$ cat config.mk
export PLATFORM = sky130hd
export DESIGN_NAME = sar2cap_seq
export DESIGN_NICKNAME = d
export VERILOG_FILES = /design/src/rtl/sar_seq_pkg.sv /design/src/rtl/sar_johnson_ctr.sv /design/src/rtl/sar_result_reg.sv /design/src/rtl/sar2cap_seq.sv
export SDC_FILE = /design/constraint.sdc
export NUM_CORES = 1
export LEC_CHECK = 0
export BUFFER_PORTS_ARGS = -buffer_cell sky130_fd_sc_hd__buf_2
export CAP_MARGIN = 20
export CORE_ASPECT_RATIO = 1.2
export CORE_MARGIN = 8
export CORE_UTILIZATION = 45
export DETAILED_ROUTE_END_ITERATION = 7
export PLACE_DENSITY_LB_ADDON = 0.1
export SYNTH_ARGS = -nofsm -noshare
export SYNTH_HDL_FRONTEND = slang
export SYNTH_SLANG_ARGS = --single-unit
$ cat constraint.sdc
create_clock -name clk -period 5.69 [get_ports clk]
set_clock_uncertainty 0.2 [all_clocks]
set_input_delay 1.138 -clock clk [delete_from_list [all_inputs] [get_ports clk]]
set_output_delay 1.138 -clock clk [all_outputs]
set_load 0.02 [all_outputs]
$ cat src/rtl/sar_seq_pkg.sv
package sar_seq_pkg;

    // Sub-cycle of one redistribution step
    typedef enum logic {
        PH_PRE   = 1'b0,  // C2 precharge (and C1 reset on the first step)
        PH_SHARE = 1'b1   // C1/C2 connected
    } phase_e;

    // Registered control state of the sequencer
    typedef struct packed {
        logic   busy;
        phase_e phase;
        logic   done;
    } ctl_t;

endpackage

$ cat src/rtl/sar_johnson_ctr.sv
module sar_johnson_ctr #(
    parameter int W  = 5,
    parameter int IW = $clog2(2 * W)
) (
    input  logic          clk,
    input  logic          rst_n,
    input  logic          clr_i,
    input  logic          inc_i,
    output logic [IW-1:0] idx_o
);

    localparam int NSTATES = 2 * W;

    logic [W-1:0] pat_d, pat_q;
    logic         legal;

    // Ones fill from bit 0 upward, then drain from bit 0 upward.
    function automatic logic [IW-1:0] pat2idx(input logic [W-1:0] p);
        int c;
        c = $countones(p);
        if (!p[W-1]) return IW'(c);
        return IW'(NSTATES - c);
    endfunction

    function automatic logic [W-1:0] idx2pat(input logic [IW-1:0] i);
        logic [W-1:0] p;
        for (int b = 0; b < W; b++) begin
            if (int'(i) < W) p[b] = (b < int'(i));
            else             p[b] = (b >= int'(i) - W);
        end
        return p;
    endfunction

    always_comb begin
        legal = (idx2pat(pat2idx(pat_q)) == pat_q);
        pat_d = pat_q;
        if (clr_i || !legal) pat_d = '0;          // reload also repairs corrupted state
        else if (inc_i)      pat_d = {pat_q[W-2:0], ~pat_q[W-1]};
    end

    always_ff @(posedge clk or negedge rst_n) begin
        if (!rst_n) pat_q <= '0;
        else        pat_q <= pat_d;
    end

    assign idx_o = pat2idx(pat_q);

    // counter only ever holds a twisted-ring pattern
    a_r2_pattern_legal: assert property (@(posedge clk) disable iff (!rst_n)
        legal);

    // one increment advances the count by exactly one state
    a_r2_step_by_one: assert property (@(posedge clk) disable iff (!rst_n)
        (inc_i && !clr_i) |=> (int'(idx_o) == (int'($past(idx_o)) + 1) % NSTATES));

endmodule

$ cat src/rtl/sar_result_reg.sv
module sar_result_reg #(
    parameter int N  = 10,
    parameter int PW = $clog2(N)
) (
    input  logic          clk,
    input  logic          rst_n,
    input  logic          clr_i,
    input  logic          we_i,
    input  logic [PW-1:0] pos_i,
    input  logic          bit_i,
    output logic [N-1:0]  q_o
);

    logic [N-1:0] res_d, res_q;

    always_comb begin
        res_d = res_q;
        if (clr_i)     res_d = '0;
        else if (we_i) res_d[pos_i] = bit_i;
    end

    always_ff @(posedge clk or negedge rst_n) begin
        if (!rst_n) res_q <= '0;
        else        res_q <= res_d;
    end

    assign q_o = res_q;

    // one decision touches at most one result bit
    a_r6_single_bit_write: assert property (@(posedge clk) disable iff (!rst_n)
        (we_i && !clr_i) |=> ($countones(q_o ^ $past(q_o)) <= 1));

    // without a write or clear the code holds
    a_r8_hold_without_write: assert property (@(posedge clk) disable iff (!rst_n)
        (!we_i && !clr_i) |=> $stable(q_o));

endmodule

$ cat src/rtl/sar2cap_seq.sv
module sar2cap_seq #(
    parameter int N = 10
) (
    input  logic         clk,
    input  logic         rst_n,
    input  logic         start_i,
    input  logic         cmp_i,
    output logic         busy_o,
    output logic         c2_chg_o,
    output logic         c2_dchg_o,
    output logic         c1_rst_o,
    output logic         share_o,
    output logic         done_o,
    output logic [N-1:0] result_o
);

    import sar_seq_pkg::*;

    localparam int JW = (N + 1) / 2;      // flops per Johnson counter
    localparam int IW = $clog2(2 * JW);   // decoded index width
    localparam int PW = $clog2(N);        // result bit position width

    ctl_t          ctl_d, ctl_q;
    logic [IW-1:0] stage_idx, step_idx;
    logic          stage_clr, stage_inc, step_clr, step_inc;
    logic          res_clr, res_we;
    logic [PW-1:0] res_pos;
    logic [N-1:0]  res_q;
    logic          pre_cyc, share_cyc, applied_bit, first_step, stage_end, last_stage;

    // Outer loop: which bit is being decided
    sar_johnson_ctr #(.W(JW), .IW(IW)) u_stage_ctr (
        .clk   (clk),
        .rst_n (rst_n),
        .clr_i (stage_clr),
        .inc_i (stage_inc),
        .idx_o (stage_idx)
    );

    // Inner loop: which bit is applied inside the stage
    sar_johnson_ctr #(.W(JW), .IW(IW)) u_step_ctr (
        .clk   (clk),
        .rst_n (rst_n),
        .clr_i (step_clr),
        .inc_i (step_inc),
        .idx_o (step_idx)
    );

    sar_result_reg #(.N(N), .PW(PW)) u_result (
        .clk   (clk),
        .rst_n (rst_n),
        .clr_i (res_clr),
        .we_i  (res_we),
        .pos_i (res_pos),
        .bit_i (cmp_i),
        .q_o   (res_q)
    );

    always_comb begin
        int ap;
        pre_cyc    = ctl_q.busy && (ctl_q.phase == PH_PRE);
        share_cyc  = ctl_q.busy && (ctl_q.phase == PH_SHARE);
        first_step = (step_idx == '0);
        stage_end  = share_cyc && (step_idx == stage_idx);
        last_stage = (stage_idx == IW'(N - 1));

        // step s of stage k applies result position N-k+s; s=0 is the trial bit
        ap = N - 1 - int'(stage_idx) + int'(step_idx);
        if (first_step)              applied_bit = 1'b1;
        else if (ap >= 0 && ap < N)  applied_bit = res_q[PW'(ap)];
        else                         applied_bit = 1'b0;

        res_pos   = PW'(N - 1 - int'(stage_idx));
        res_we    = stage_end;
        res_clr   = 1'b0;
        stage_clr = 1'b0;
        stage_inc = 1'b0;
        step_clr  = 1'b0;
        step_inc  = 1'b0;

        ctl_d      = ctl_q;
        ctl_d.done = 1'b0;

        if (!ctl_q.busy) begin
            if (start_i) begin
                ctl_d.busy  = 1'b1;
                ctl_d.phase = PH_PRE;
                res_clr     = 1'b1;
                stage_clr   = 1'b1;
                step_clr    = 1'b1;
            end
        end else begin
            ctl_d.phase = (ctl_q.phase == PH_PRE) ? PH_SHARE : PH_PRE;
            if (stage_end) begin
                step_clr = 1'b1;
                if (last_stage) begin
                    ctl_d.busy = 1'b0;
                    ctl_d.done = 1'b1;
                    stage_clr  = 1'b1;
                end else begin
                    stage_inc = 1'b1;
                end
            end else if (share_cyc) begin
                step_inc = 1'b1;
            end
        end
    end

    always_ff @(posedge clk or negedge rst_n) begin
        if (!rst_n) begin
            ctl_q.busy  <= 1'b0;
            ctl_q.phase <= PH_PRE;
            ctl_q.done  <= 1'b0;
        end else begin
            ctl_q <= ctl_d;
        end
    end

    assign busy_o    = ctl_q.busy;
    assign done_o    = ctl_q.done;
    assign c2_chg_o  = pre_cyc && applied_bit;
    assign c2_dchg_o = pre_cyc && !applied_bit;
    assign c1_rst_o  = pre_cyc && first_step;
    assign share_o   = share_cyc;
    assign result_o  = res_q;

    // C2 is never driven while connected to C1
    a_r3_no_drive_while_sharing: assert property (@(posedge clk) disable iff (!rst_n)
        !(share_o && (c2_chg_o || c2_dchg_o)));

    // charge and discharge are exclusive
    a_r3_chg_dchg_exclusive: assert property (@(posedge clk) disable iff (!rst_n)
        !(c2_chg_o && c2_dchg_o));

    // a share cycle always follows a precharge cycle
    a_r3_share_after_pre: assert property (@(posedge clk) disable iff (!rst_n)
        share_o |-> $past(c2_chg_o || c2_dchg_o));

    // C1 reset only alongside a C2 precharge
    a_r4_c1_reset_in_pre: assert property (@(posedge clk) disable iff (!rst_n)
        c1_rst_o |-> (c2_chg_o || c2_dchg_o));

    // done is a single-cycle pulse outside busy
    a_r7_done_pulse: assert property (@(posedge clk) disable iff (!rst_n)
        done_o |-> (!busy_o ##1 !done_o));

    // idle without start keeps the code
    a_r8_result_hold: assert property (@(posedge clk) disable iff (!rst_n)
        (!busy_o && !start_i) |=> $stable(result_o));

    // a conversion only ends at the last decision
    a_r9_no_early_exit: assert property (@(posedge clk) disable iff (!rst_n)
        (busy_o && !(stage_end && last_stage)) |=> busy_o);

    // no capacitor activity while idle
    a_r10_idle_quiet: assert property (@(posedge clk) disable iff (!rst_n)
        !busy_o |-> !(c2_chg_o || c2_dchg_o || c1_rst_o || share_o));

endmodule

### After elaboration in Yosys (flattened, before gate mapping)

Index checks and enable logic that the tools add are counted.

* flip-flop bits (word level): 23
* logic and storage cells: 116

* add/sub/neg operators: 14
* magnitude comparators: 27
* eq/ne operators: 4
* mux-type cells: 44
* bitwise operators: 3
* reduce and logical (&&, ||, !) cells: 18

Operator list (count)
* >= comparator 3 x 32 -> 1 bit, first input constant: 4
* >= comparator 1 x 32 -> 1 bit, first input constant: 2
* >= comparator 2 x 32 -> 1 bit, first input constant: 2
* >= comparator 4 x 32 -> 1 bit, first input constant: 2
* adder 32 x 5 -> 32 bit: 1
* >= comparator 32 x 1 -> 1 bit, second input constant: 1
* less-than comparator 32 x 5 -> 1 bit, second input constant: 1
* 2-to-1 mux 1 bit: 31
* 2-to-1 mux 10 bit: 2
* 2-to-1 mux 5 bit: 4
* less-than comparator 1 x 4 -> 1 bit, first input constant: 4
* less-than comparator 2 x 4 -> 1 bit, first input constant: 4
* bitwise mux 10 bit: 1
* equality test 5 bit: 2
* subtractor 4 x 3 -> 5 bit, second input constant: 2
* adder 1 x 1 -> 2 bit: 4
* adder 4 x 1 -> 4 bit: 2
* logical AND 1 bit: 8
* less-than comparator 3 x 4 -> 1 bit, first input constant: 2
* less-than comparator 4 x 3 -> 1 bit, second input constant: 2
* 2-to-1 mux 4 bit: 2
* nonzero test 2 bit: 4
* subtractor 4 bit, first input constant: 2
* less-than comparator 4 x 6 -> 1 bit, second input constant: 1
* other kinds (14): 20

### Longest topological paths before layout

* depth in word-level cells: 14
* mapped depth: 21

### Modules after synthesis

A second synthesis with hierarchy kept.

* cell total of the unflattened synthesis: 316
* area total of the unflattened synthesis: 2773.9 um2

By module, submodules not included
* sar_johnson_ctr (u_stage_ctr): instances 1, cells each 94, area an instance 818.3 um2, sequential area each 125.1 um2
* sar_johnson_ctr (u_step_ctr): instances 1, cells each 99, area an instance 777.0 um2, sequential area each 125.1 um2
* sar2cap_seq: instances 1, cells each 74, area an instance 658.1 um2, sequential area each 75.1 um2
* sar_result_reg: instances 1, cells each 49, area an instance 520.5 um2, sequential area each 250.2 um2

### Least setup slack after synthesis

Ideal clock, no wire load.

* path type: register -> output
* start: register u_stage_ctr.pat_q[2]
* end: output port c2_chg_o
* arrival: 5.146 ns
* slack: -0.794 ns
* stages on the path, launching flop included: 22
* cells stage by stage: dfrtp_1 -> ha_1 -> inv_1 -> fa_1 -> inv_1 -> ha_1 -> fa_1 -> ha_1 -> buf_2 -> a21bo_2 -> nand2_1 -> clkinv_1 -> ha_1 -> ha_1 -> ha_1 -> nor2b_1 -> o21ai_0 -> ha_1 -> nor4b_1 -> nand4_1 -> o31ai_1 -> nor2b_1

* cells in the longest elaborated chain, start to end: 13
* elaborated cells on any way between the ends: 16
* those cells by class: add/sub: 6; order compare: 2; mux: 6; reduce/logical: 2

RTL lines
* start: declaration: line sar_johnson_ctr.sv:14 `logic [W-1:0] pat_d, pat_q;`
* start signal: assignment: line sar_johnson_ctr.sv:43 `else pat_q <= pat_d;`
* adder 1 x 1 -> 2 bit (implied by the code) *: line sar_johnson_ctr.sv:20 `c = $countones(p);`
* adder 2 x 4 -> 4 bit (implied by the code) *: line sar_johnson_ctr.sv:20
* adder 4 x 1 -> 4 bit (implied by the code) *: line sar_johnson_ctr.sv:20
* subtractor 4 bit: line sar_johnson_ctr.sv:22 `return IW'(NSTATES - c);`
* 2-to-1 mux 4 bit *: line sar_johnson_ctr.sv:22
* subtractor 4 x 4 -> 5 bit *
* adder 32 x 5 -> 32 bit *: line sar2cap_seq.sv:68 `ap = N - 1 - int'(stage_idx) + int'(step_idx);`
* parallel branches: the longest is 3 deep, another holds >= comparator 32 x 1 -> 1 bit
* 2-to-1 mux 1 bit *: line sar2cap_seq.sv:70 `else if (ap >= 0 && ap < N) applied_bit = res_q[PW'(ap)];`
* 2-to-1 mux 1 bit *: line sar2cap_seq.sv:69 `if (first_step) applied_bit = 1'b1;`
* logical AND 1 bit *: line sar2cap_seq.sv:121 `assign c2_chg_o = pre_cyc && applied_bit;`
* end: declaration: line sar2cap_seq.sv:9 `output logic c2_chg_o,`

Mark *: on every way between the ends. The select of a mux whose other input is x is not followed.

### Worst setup path in the final report

* start: register u_stage_ctr.pat_q[2]
* end: output port c2_dchg_o

* cells in the longest elaborated chain, start to end: 14
* elaborated cells on any way between the ends: 17
* those cells by class: add/sub: 6; order compare: 2; mux: 6; reduce/logical: 3

RTL lines
* adder 1 x 1 -> 2 bit (implied by the code) *: line sar_johnson_ctr.sv:20
* adder 2 x 4 -> 4 bit (implied by the code) *: line sar_johnson_ctr.sv:20
* adder 4 x 1 -> 4 bit (implied by the code) *: line sar_johnson_ctr.sv:20
* subtractor 4 bit: line sar_johnson_ctr.sv:22
* 2-to-1 mux 4 bit *: line sar_johnson_ctr.sv:22
* subtractor 4 x 4 -> 5 bit *
* adder 32 x 5 -> 32 bit *: line sar2cap_seq.sv:68
* parallel branches: the longest is 3 deep, another holds >= comparator 32 x 1 -> 1 bit
* 2-to-1 mux 1 bit *: line sar2cap_seq.sv:70
* 2-to-1 mux 1 bit *: line sar2cap_seq.sv:69
* zero test 1 bit *: line sar2cap_seq.sv:122 `assign c2_dchg_o = pre_cyc && !applied_bit;`
* logical AND 1 bit *: line sar2cap_seq.sv:122
* end: declaration: line sar2cap_seq.sv:10 `output logic c2_dchg_o,`

Marks and branches as above.

==> key figures <==
Status
  – Status: finished, violations left
  – Violated checks: negative setup slack

Clocking
  – Worst-Skew Late Latency: 0.27 ns
  – Reg clk slew, reported paths: 0.08 ns
  – CTS tree: built
  – Clk sinks: 23
  – Max clock buf depth: 2
  – CTS Buf Count: 3
  – CTS H-tree depth: 1
  – Root buf cell: clkbuf_8

Route
  – WL met3: 396 µm
  – Routed Antenna Nets: 0
  – Metal2 WL: 3466 µm
  – Wire per inst: 16.13 µm
  – Via count: 2751
  – Drt via density: 5.891
  – WL met1: 3489 µm
  – DR iter-0 viols: 182
  – Highest routed layer: met4
  – Residual DRC count: 0
  – Drt pass-1 iters: 4
  – Drt total wl: 7532 µm

STA
  – Final period utilization: 107.7%
  – Setup ws final: -0.4369 ns
  – Max-slew violations: 0
  – Worst-Margin Slew: 0.7795 ns
  – Fmax: 163.2 MHz
  – Slew headroom: 47.93%
  – RSZ-0062 raised after global routing: true
  – Period minus WS final: 6.127 ns
  – Setup TNS: -0.8583 ns
  – Final Hold Vio Count: 0
  – Final setup vio count: 2

Floorplan
  – IO Pins: 20
  – Starting Density: 46.04%
  – Standard-cell row count: 31
  – Height of the die: 101.9 µm
  – Core ar.: 6012 µm²
  – Die X: 87.59 µm
  – Die area: 8926 µm²

Placement
  – DP Wirelength: 5938 µm
  – Dpl cell area: 3311 µm²
  – Placer Congestion: 0.8615
  – Input/output buffers: 19

Power and ir drop
  – Maximum VDD drop: 0.2222 mV
  – Sw power: 692.2 µW
  – Combinational power share: 76.1%
  – Flop pwr share: 15.9%
  – P_int: 646.9 µW
  – Clock share of power: 7.9%
  – Power Dens Cells: 389.3 nW/µm²
  – Sw Share: 51.69%
  – Leak: 0.001579 µW

Setup path
  – WP data required: 4.35 ns
  – CP top delay family: adder cells
  – Critical Path Sink Type: output port
  – Delay of the slowest cell on the worst path: 0.52 ns
  – Kind of critical path: reg -> out
  – CP arrival: 4.79 ns
  – Startpoint Class: register
  – Slowest cell on the critical path: fa_1
  – CP Max Fanout: 4
  – CP bufs+invs: 5
  – Worst-path cell chain: ha_1 -> inv_1 -> fa_1 -> inv_1 -> ha_2 -> fa_1 -> ha_2 -> a21o_4 -> inv_2 -> ha_4 -> ha_4 -> a21o_1 -> a21oi_2 -> nand2b_1 -> ha_1 -> nor4b_2 -> nand4_1 -> o31ai_2 -> buf_4 -> nor2_2 -> buf_6

Layout
  – NumNets Final: 426
  – # diodes: 0
  – Fin area: 3440 µm²
  – Multi-input combinational cell area: 2205 µm²
  – Area delta synth->final: 24.28%
  – FF+latch area: 575.6 µm²
  – Fill cells: 554
  – Ratio of cells with drive above 1 in the final layout: 27.01%

Synthesis
  – Synth area leader: dfrtp_1
  – Syn Nets: 371
  – Library cells used by synthesis: 65
  – EDFF count, synth: 0
  – Post-synth top area share: 20.80%
  – Synth warn: 0
  – Post-synth top cells: ha_1, nand2_1, dfrtp_1
  – Syn Area/Cell: 8.361 µm²
  – FFs w/ async S/R, synth: 100.0%
  – Most numerous cell in the Yosys netlist: ha_1
  – Post-synth top flop: dfrtp_1
  – Synthesized flop and latch total: 23
  – Mapped Area: 2768 µm²
  – Ranking of synthesized cells by area: dfrtp_1, ha_1, mux2i_1
  – Syn Inst Count: 331
  – Post-synthesis sequential area ratio: 20.80%

Global route
  – Pin count of the biggest net entering global routing: 24
  – Initial antenna violation count: 0
  – Number of global-route vias before repair: 2745
  – GR Overflow Total: 0
  – Gr usage total: 18.09%
  – First-pass GRT wire length: 13100 µm

Job
  – Max Cap Viol: 0

Worst hold path
  – Worst min path class: reg -> reg
[through the flow]
step,utilization [%],hold slack (ns),setup WS [ns],instances,power [µW]
2_1_floorplan,-,0.2607,-0.2107,331,931.8
3_3_place_gp,55.07,0.2772,-0.1946,457,1209
3_5_place_dp,55.07,0.2917,-0.2788,457,1215
4_1_cts,57.09,0.3156,-0.5671,466,1343
5_1_grt,57.21,0.3647,-0.6761,467,1464
6_report,57.21,0.3120,-0.4369,467,1339
[path summary, 6_finish.rpt]
kind,start,slack [ns],cells past startpoint,to
setup / recovery,u_stage_ctr.pat_q[2]$_DFFE_PN0P_,-0.44,21,c2_dchg_o
hold / removal,ctl_q[1]$_DFFE_PN0P_,0.31,2,ctl_q[1]$_DFFE_PN0P_
setup reg to reg,u_stage_ctr.pat_q[2]$_DFFE_PN0P_,0.90,15,u_stage_ctr.pat_q[1]$_DFFE_PN0P_
hold reg to reg,ctl_q[1]$_DFFE_PN0P_,0.31,2,ctl_q[1]$_DFFE_PN0P_
max in group asynchronous,rst_n,4.28,1,u_stage_ctr.pat_q[0]$_DFFE_PN0P_
min in group asynchronous,rst_n,0.64,1,u_step_ctr.pat_q[3]$_DFFE_PN0P_
[cell usage in the layout (no fill, tap or decap), types with 10 or more instances in the layout]
cell type	count
buf_4	44
nand2_1	27
dfrtp_1	23
nor2_1	21
ha_1	21
a21oi_1	19
buf_2	17
inv_1	16
nand2b_1	11
mux2i_1	11
nor4_1	10
[state kept, by name, summed over array words and instances (netlist names)]
signal             count
u_stage_ctr.pat_q      5
u_result.q_o          10
done_o                 1
ctl_q                  1
u_step_ctr.pat_q       5
busy_o                 1
[layer usage]
metal / up-vias / track usage (%)
li1: 1365 / -
met1: 1283 / 23.68
met2: 88 / 29.03
met3: 15 / 2.816
met4: 0 / 6.897
met5: - / 0
[timing repair]
action	CTS	global route
pin swaps	7	4
setup endpoints to repair	2	2
gates resized for setup	10	0
hold buffers	0	0
buffers inserted	5	1
[area by class of cell]
cell class              instances  share of cell area (%)
multi-input cells             277                   64.10
inverters                      18                   2.110
clock inverters                 1                  0.1455
well taps                      82                   2.983
clock buffers                   3                   1.200
repair buffers                 63                   12.73
flip-flops and latches         23                   16.73
[tightest hold or removal path: cells and delay by family, from the launching register on]
family	cells	cell delay, ns
simple gates	2	0.12
flops	1	0.37
[power groups by stage]
stage               Combinational (µW)  Sequential [µW]  Clock, µW
floorplan                          701              231          0
global placement                   993              216          0
finish                            1020              214        106
global route                      1130              216        115
CTS                               1020              213        110
detailed placement                 999              217          0
[logic make-up (layout without fill, tap and decap cells)]
kind of cell	count (synthesis)	count (layout)	synth area share [%]
AND/OR/NAND/NOR	125	125	24.68
adder cells (fa/ha/maj)	36	36	17.63
buffers and inverters	31	85	4.701
XOR/XNOR	4	4	1.266
multiplexers	14	14	6.013
flip-flops	23	23	20.80
AO/OA/AOI/OAI	98	98	24.91
No activity file was read; power rests on OpenSTA's default activity.
